==> config.mk <==
export PLATFORM = sky130hd
export DESIGN_NAME = dual_pcm_port
export DESIGN_NICKNAME = d
export VERILOG_FILES = /design/src/rtl/pcm_port_pkg.sv /design/src/rtl/pcm_frame_timer.sv /design/src/rtl/pcm_rx_deframer.sv /design/src/rtl/pcm_tx_framer.sv /design/src/rtl/dual_pcm_port.sv
export SDC_FILE = /design/constraint.sdc
export NUM_CORES = 1
export LEC_CHECK = 0
export ABC_AREA = 1
export CORE_ASPECT_RATIO = 0.8
export CORE_MARGIN = 2
export CORE_UTILIZATION = 48
export CTS_CLUSTER_DIAMETER = 40
export DETAILED_ROUTE_END_ITERATION = 8
export PLACE_DENSITY = 0.76
export SYNTH_ARGS = -nofsm -noshare
export SYNTH_HDL_FRONTEND = slang
export SYNTH_HIERARCHICAL = 1
export SYNTH_SLANG_ARGS = --single-unit
==> constraint.sdc <==
create_clock -name clk -period 1.1 [get_ports clk]
set_input_delay 0.22 -clock clk [delete_from_list [all_inputs] [get_ports clk]]
set_output_delay 0.22 -clock clk [all_outputs]
set_load 0.01 [all_outputs]
==> src/rtl/pcm_port_pkg.sv <==
package pcm_port_pkg;
    localparam int SAMPLE_W = 8;
    localparam int CHANNELS = 2;
    localparam int FRAME_W  = SAMPLE_W * CHANNELS;
    localparam int SLOT_W   = $clog2(FRAME_W);

    typedef enum logic {
        LANE_SERIAL   = 1'b0,
        LANE_PARALLEL = 1'b1
    } lane_mode_e;

    typedef struct packed {
        logic              active;
        logic [SLOT_W-1:0] slot;
        lane_mode_e        mode;
    } frame_pos_t;

    function automatic logic [SLOT_W-1:0] last_slot(lane_mode_e m);
        return (m == LANE_PARALLEL) ? SLOT_W'(SAMPLE_W - 1) : SLOT_W'(FRAME_W - 1);
    endfunction
endpackage

==> src/rtl/pcm_frame_timer.sv <==
module pcm_frame_timer
    import pcm_port_pkg::*;
(
    input  logic       clk,
    input  logic       rst,
    input  logic       sync,
    input  logic       mode_pin,
    output frame_pos_t pos
);
    always_ff @(posedge clk) begin
        if (rst) begin
            pos <= '{active: 1'b0, slot: '0, mode: LANE_SERIAL};
        end else if (sync) begin
            pos.active <= 1'b1;
            pos.slot   <= '0;
            pos.mode   <= lane_mode_e'(mode_pin);
        end else if (pos.active) begin
            if (pos.slot == last_slot(pos.mode)) begin
                pos.active <= 1'b0;
            end else begin
                pos.slot <= pos.slot + 1'b1;
            end
        end
    end
endmodule

==> src/rtl/pcm_rx_deframer.sv <==
module pcm_rx_deframer
    import pcm_port_pkg::*;
(
    input  logic                clk,
    input  logic                rst,
    input  frame_pos_t          pos,
    input  logic                rx_pin1,
    input  logic                rx_pin2,
    output logic [SAMPLE_W-1:0] rx_byte1,
    output logic                rx_stb1,
    output logic [SAMPLE_W-1:0] rx_byte2,
    output logic                rx_stb2
);
    localparam logic [SLOT_W-1:0] END_A = SLOT_W'(SAMPLE_W - 1);
    localparam logic [SLOT_W-1:0] END_B = SLOT_W'(FRAME_W - 1);

    logic                bit1_q, bit2_q;
    logic [SAMPLE_W-1:0] acc1, acc2, nxt1, nxt2;
    logic                par, first_half;

    // Pins are read mid-slot, on the falling edge
    always_ff @(negedge clk) begin
        if (rst) begin
            bit1_q <= 1'b0;
            bit2_q <= 1'b0;
        end else begin
            bit1_q <= rx_pin1;
            bit2_q <= rx_pin2;
        end
    end

    always_comb begin
        par        = (pos.mode == LANE_PARALLEL);
        first_half = (pos.slot < SLOT_W'(SAMPLE_W));
        nxt1       = {acc1[SAMPLE_W-2:0], par ? bit1_q : bit2_q};
        nxt2       = {acc2[SAMPLE_W-2:0], bit2_q};
    end

    always_ff @(posedge clk) begin
        if (rst) begin
            acc1     <= '0;
            acc2     <= '0;
            rx_byte1 <= '0;
            rx_byte2 <= '0;
            rx_stb1  <= 1'b0;
            rx_stb2  <= 1'b0;
        end else begin
            rx_stb1 <= 1'b0;
            rx_stb2 <= 1'b0;
            if (pos.active) begin
                if (par) begin
                    acc1 <= nxt1;
                    acc2 <= nxt2;
                    if (pos.slot == END_A) begin
                        rx_byte1 <= nxt1;
                        rx_byte2 <= nxt2;
                        rx_stb1  <= 1'b1;
                        rx_stb2  <= 1'b1;
                    end
                end else if (first_half) begin
                    acc1 <= nxt1;
                    if (pos.slot == END_A) begin
                        rx_byte1 <= nxt1;
                        rx_stb1  <= 1'b1;
                    end
                end else begin
                    acc2 <= nxt2;
                    if (pos.slot == END_B) begin
                        rx_byte2 <= nxt2;
                        rx_stb2  <= 1'b1;
                    end
                end
            end
        end
    end
endmodule

==> src/rtl/pcm_tx_framer.sv <==
module pcm_tx_framer
    import pcm_port_pkg::*;
(
    input  logic                clk,
    input  logic                rst,
    input  logic                sync,
    input  logic                active,
    input  lane_mode_e          mode,
    input  logic [SAMPLE_W-1:0] tx_byte1,
    input  logic [SAMPLE_W-1:0] tx_byte2,
    output logic                tx_pin1,
    output logic                tx_oe1,
    output logic                tx_pin2,
    output logic                tx_oe2
);
    logic [FRAME_W-1:0] shreg;

    always_ff @(posedge clk) begin
        if (rst) begin
            shreg <= '0;
        end else if (sync) begin
            shreg <= {tx_byte1, tx_byte2};
        end else if (active) begin
            if (mode == LANE_PARALLEL) begin
                shreg <= {shreg[FRAME_W-2:SAMPLE_W], 1'b0, shreg[SAMPLE_W-2:0], 1'b0};
            end else begin
                shreg <= {shreg[FRAME_W-2:0], 1'b0};
            end
        end
    end

    always_comb begin
        tx_oe1  = active;
        tx_oe2  = active && (mode == LANE_PARALLEL);
        tx_pin1 = tx_oe1 & shreg[FRAME_W-1];
        tx_pin2 = tx_oe2 & shreg[SAMPLE_W-1];
    end
endmodule

==> src/rtl/dual_pcm_port.sv <==
module dual_pcm_port
    import pcm_port_pkg::*;
(
    input  logic                clk,
    input  logic                rst,
    input  logic                tx_sync,
    input  logic                rx_sync,
    input  logic                lane_sel,
    input  logic                rx_pin1,
    input  logic                rx_pin2,
    input  logic [SAMPLE_W-1:0] tx_byte1,
    input  logic [SAMPLE_W-1:0] tx_byte2,
    output logic                tx_pin1,
    output logic                tx_oe1,
    output logic                tx_pin2,
    output logic                tx_oe2,
    output logic [SAMPLE_W-1:0] rx_byte1,
    output logic                rx_stb1,
    output logic [SAMPLE_W-1:0] rx_byte2,
    output logic                rx_stb2
);
    frame_pos_t tx_pos, rx_pos;
    logic       tx_slot_unused;

    pcm_frame_timer u_tx_timer (
        .clk(clk), .rst(rst), .sync(tx_sync), .mode_pin(lane_sel), .pos(tx_pos)
    );

    pcm_frame_timer u_rx_timer (
        .clk(clk), .rst(rst), .sync(rx_sync), .mode_pin(lane_sel), .pos(rx_pos)
    );

    assign tx_slot_unused = ^tx_pos.slot;

    pcm_tx_framer u_framer (
        .clk(clk), .rst(rst), .sync(tx_sync),
        .active(tx_pos.active), .mode(tx_pos.mode),
        .tx_byte1(tx_byte1), .tx_byte2(tx_byte2),
        .tx_pin1(tx_pin1), .tx_oe1(tx_oe1), .tx_pin2(tx_pin2), .tx_oe2(tx_oe2)
    );

    pcm_rx_deframer u_deframer (
        .clk(clk), .rst(rst), .pos(rx_pos),
        .rx_pin1(rx_pin1), .rx_pin2(rx_pin2),
        .rx_byte1(rx_byte1), .rx_stb1(rx_stb1),
        .rx_byte2(rx_byte2), .rx_stb2(rx_stb2)
    );
endmodule

==> summary by stage <==
Run status
The flow ran to the end, but the final reports show violations. The checks that failed: negative setup slack.

Clock network
Clock-pin slew was measured on the worst setup and hold paths at 0.06 ns. The clock sink total is 62. In this run, post-CTS hold repair placed 0 buffers. The later pin in the worst-skew pair is clocked with a latency of 0.38 ns. In this run the clock root is driven by a sky130_fd_sc_hd__clkbuf_8. The maximum level of the CTS H-tree is 3. TritonCTS built the clock tree. Clock tree synthesis inserted a total of 9 buffers. In this run the deepest clock path goes through 2 buffers.

STA
The final critical-path setup slack is -0.205 ns. Headroom to the max-slew limit came out at 79.2%. The final hold slack is 0.472 ns. After layout, the worst path uses 119% of the clock period. The number of pins exceeding their max-slew limit in the final report is 0.

Setup repair after global routing could not meet its margin everywhere. At the pin with the least slew margin, the transition time is 0.311 ns. The final number of setup-violating endpoints is 46.

The setup total negative slack is -2.93 ns. The maximum frequency from static timing analysis is 0.769 GHz. The final critical delay including setup and external delays is 1.31 ns. The count of final hold-check violations came to 0.

The final setup skew is 0.0387 ns.

Worst setup path
For the worst setup path, the data required time is 1.33 ns. The worst setup path is captured at a register. Measured in cells, the most critical reg-to-reg path has a length of 4. The startpoint of the worst-slack reg-to-reg timing path is u_deframer/bit2_q$_SDFF_NP0_. Data on the critical path arrives at its endpoint at 1.54 ns. The sort of element at the start of the critical path is a register. Of all nets on the critical path, the largest fanout is 2.

By startpoint and endpoint, the worst setup path is classified as register to register. The slack of the worst reg-to-reg path is -0.21 ns. The endpoint identified for the worst register-to-register timing path is u_deframer/acc1[0]$_SDFFE_PP0P_.

Hold path
The end point of the worst hold path is u_framer/shreg[0]$_SDFFE_PP0P_. The worst hold path begins at tx_byte2[0]. The number of cells on the worst hold path is 3. The tightest min-delay check is of the input port to register type.

Synthesis
The cell count after synthesis came out at 386. The net count of the mapped netlist is 411. The share of the Yosys chip area taken by registers is 45.3%. The number of storage elements in the synthesis netlist is 62. In this run the mean area of a mapped cell was 7.10 µm². For this run, the number of Yosys warnings is 6. The synthesized netlist contains 25 unique library cells. The area of the mapped netlist is 2740 µm².

Pwr
Total power for the finished layout comes to 0.00507 W. Dividing total power by cell area gives a power density of 1250 nW/µm². The maximum VDD drop is 0.789 mV. The analysis attributes to cell leakage a power of 1.98 nW.

GRT
The aggregate global routing overflow is 0. The number of global-route vias before repair came to 2312. The initial antenna violation count is 0.

The first-pass GRT wire length is 10100 µm. Entering global routing, the biggest net connects 23 pins. The overall global routing resource usage is 20.6%.

Layout
The library cells used most frequently in the layout, excluding fill and tap cells, are 69 x sky130_fd_sc_hd__nand2_1, 55 x sky130_fd_sc_hd__inv_1, 48 x sky130_fd_sc_hd__dfxtp_1. The layout cell share with drive strength beyond 1 is 36.6%. The number of antenna diodes in the final layout is 0. The most frequent standard cell in the layout excluding fill and tap cells is sky130_fd_sc_hd__nand2_1. The final net count is 498.

Excluding fillers, the count of instances in the completed layout stands at 556. The relative area change from synthesis to final layout is 48.4%.

Floorplan
The initial core utilization is 49.9%. 45 I/O pins were placed. The die width is 88.5 µm. The core region is 5500 µm². The die covers 6340 µm². Row generation in the floorplan step produced 24 rows. The die height is 71.6 µm.

Routing
The total wirelength of the detailed-routed design is 7370 µm. The number of DRC markers after the initial detailed-route iteration is 109. The number of nets with antenna violations after detailed routing is 0.

After detailed routing, the number of vias per cell comes to 4.87. The overall via count from detail_route is 2705. The length of the first detailed-routing pass in iterations is 4. The routed wire length per instance is 13.3 µm.

After detailed routing, the number of remaining DRC violations is 0.

Placed design
After legalization and detailed placement, the total HPWL measured 4100 µm. The global placement routability congestion is 0.793. In this run the tool buffered the top-level ports with 44 buffer cells.

Prior to clock tree synthesis, the placed netlist has a worst setup slack of -0.495 ns. Once placement completed, the tool counted placed cells totaling 527.

Flow run
Across the run, the number of max-cap violations was 0.
metal layers:
metal	track usage, %	routed length [µm]
met1	26.4	3180
met3	7.03	341
met2	32.2	3740
met5	0	0
met4	7.58	118
cells in the mapped netlist (all sizes together):
master | count | area share, %
inv | 64 | 8.8
a211oi | 3 | 0.82
nand3 | 38 | 7.8
nor3 | 7 | 1.3
ha | 2 | 0.91
a21oi | 23 | 4.3
dfxtp | 62 | 45
and3 | 1 | 0.23
buf | 11 | 3.4
nand2 | 106 | 15
nor2 | 46 | 7.8
clkbuf | 2 | 0.27
nand3b | 2 | 0.55
o21ai | 16 | 2.9
nand4 | 3 | 0.68
worst max-delay path, cell delays in order (launching register included):
cell and delay (ns):
sky130_fd_sc_hd__dfxtp_2 0.32, sky130_fd_sc_hd__nand2_1 0.06, sky130_fd_sc_hd__nand2_1 0.06, sky130_fd_sc_hd__o21ai_1 0.12, sky130_fd_sc_hd__a21oi_1 0.05
cell families (layout without fill, tap and decap cells):
kind of cell	Yosys count	in the layout	synth area share, %
simple gates	203	204	33.3
buf+inv	77	168	12.4
flops	62	62	45.3
compound gates	42	42	8.08
fa+ha+maj	2	2	0.913
repair_timing:
item,4_1_cts,5_1_grt
setup buffers,3,6
setup endpoints to repair,75,54
gates cloned,2,2
pin swaps,9,27
gates resized for setup,126,79
per-stage QoR:
stage / util (%) / area [µm²]
floorplan: - / 2760
global placement: 63.4 / 3480
global route: 74.0 / 4070
CTS: 67.3 / 3700
detailed placement: 63.4 / 3480
finish: 74.0 / 4070
worst max path at each step:
stage / startpoint / endpoint / slack [ns] / cells after the start
after detailed placement: rst / u_framer/shreg[1]$_SDFFE_PP0P_ / -0.49 / 5
final: u_deframer/bit2_q$_SDFF_NP0_ / u_deframer/acc1[0]$_SDFFE_PP0P_ / -0.21 / 4
after global placement: rst / u_framer/shreg[3]$_SDFFE_PP0P_ / -0.44 / 5
after CTS: u_deframer/bit2_q$_SDFF_NP0_ / u_deframer/acc1[0]$_SDFFE_PP0P_ / -0.20 / 4
after global routing: u_rx_timer/pos[2]$_SDFFE_PP0P_ / u_rx_timer/pos[4]$_SDFFE_PP0P_ / -0.27 / 8
after floorplan: u_deframer/bit2_q$_SDFF_NP0_ / u_deframer/acc1[0]$_SDFFE_PP0P_ / -0.10 / 4
sequential cells by signal, summed over array words and instances (netlist names):
register	count
u_deframer/rx_byte2	8
u_deframer/bit2_q	1
u_tx_timer/pos	6
u_deframer/rx_stb2	1
u_deframer/bit1_q	1
u_deframer/rx_byte1	8
u_framer/shreg	16
u_deframer/acc2	7
u_deframer/rx_stb1	1
u_deframer/acc1	7
u_rx_timer/pos	6
final cells by class:
cell class / count / area, µm²
Clock inverter: 4 / 15.0
Tap cell: 78 / 97.6
Timing Repair Buffer: 86 / 801
Timing Repair inverter: 1 / 5.00
Clock buffer: 14 / 184
Inverter: 63 / 248
Multi-Input combinational cell: 248 / 1450
Sequential cell: 62 / 1270
Fill cell: 404 / 1430
power breakdown:
part / internal [W] / switching [W] / total [W] / leakage (nW)
Clock: 0.00107 / 0.000840 / 0.00191 / 0.115
Sequential: 0.00234 / 0.0000837 / 0.00242 / 0.513
Combinational: 0.000353 / 0.000379 / 0.000731 / 1.35
Power figures use the tool's default switching activity.
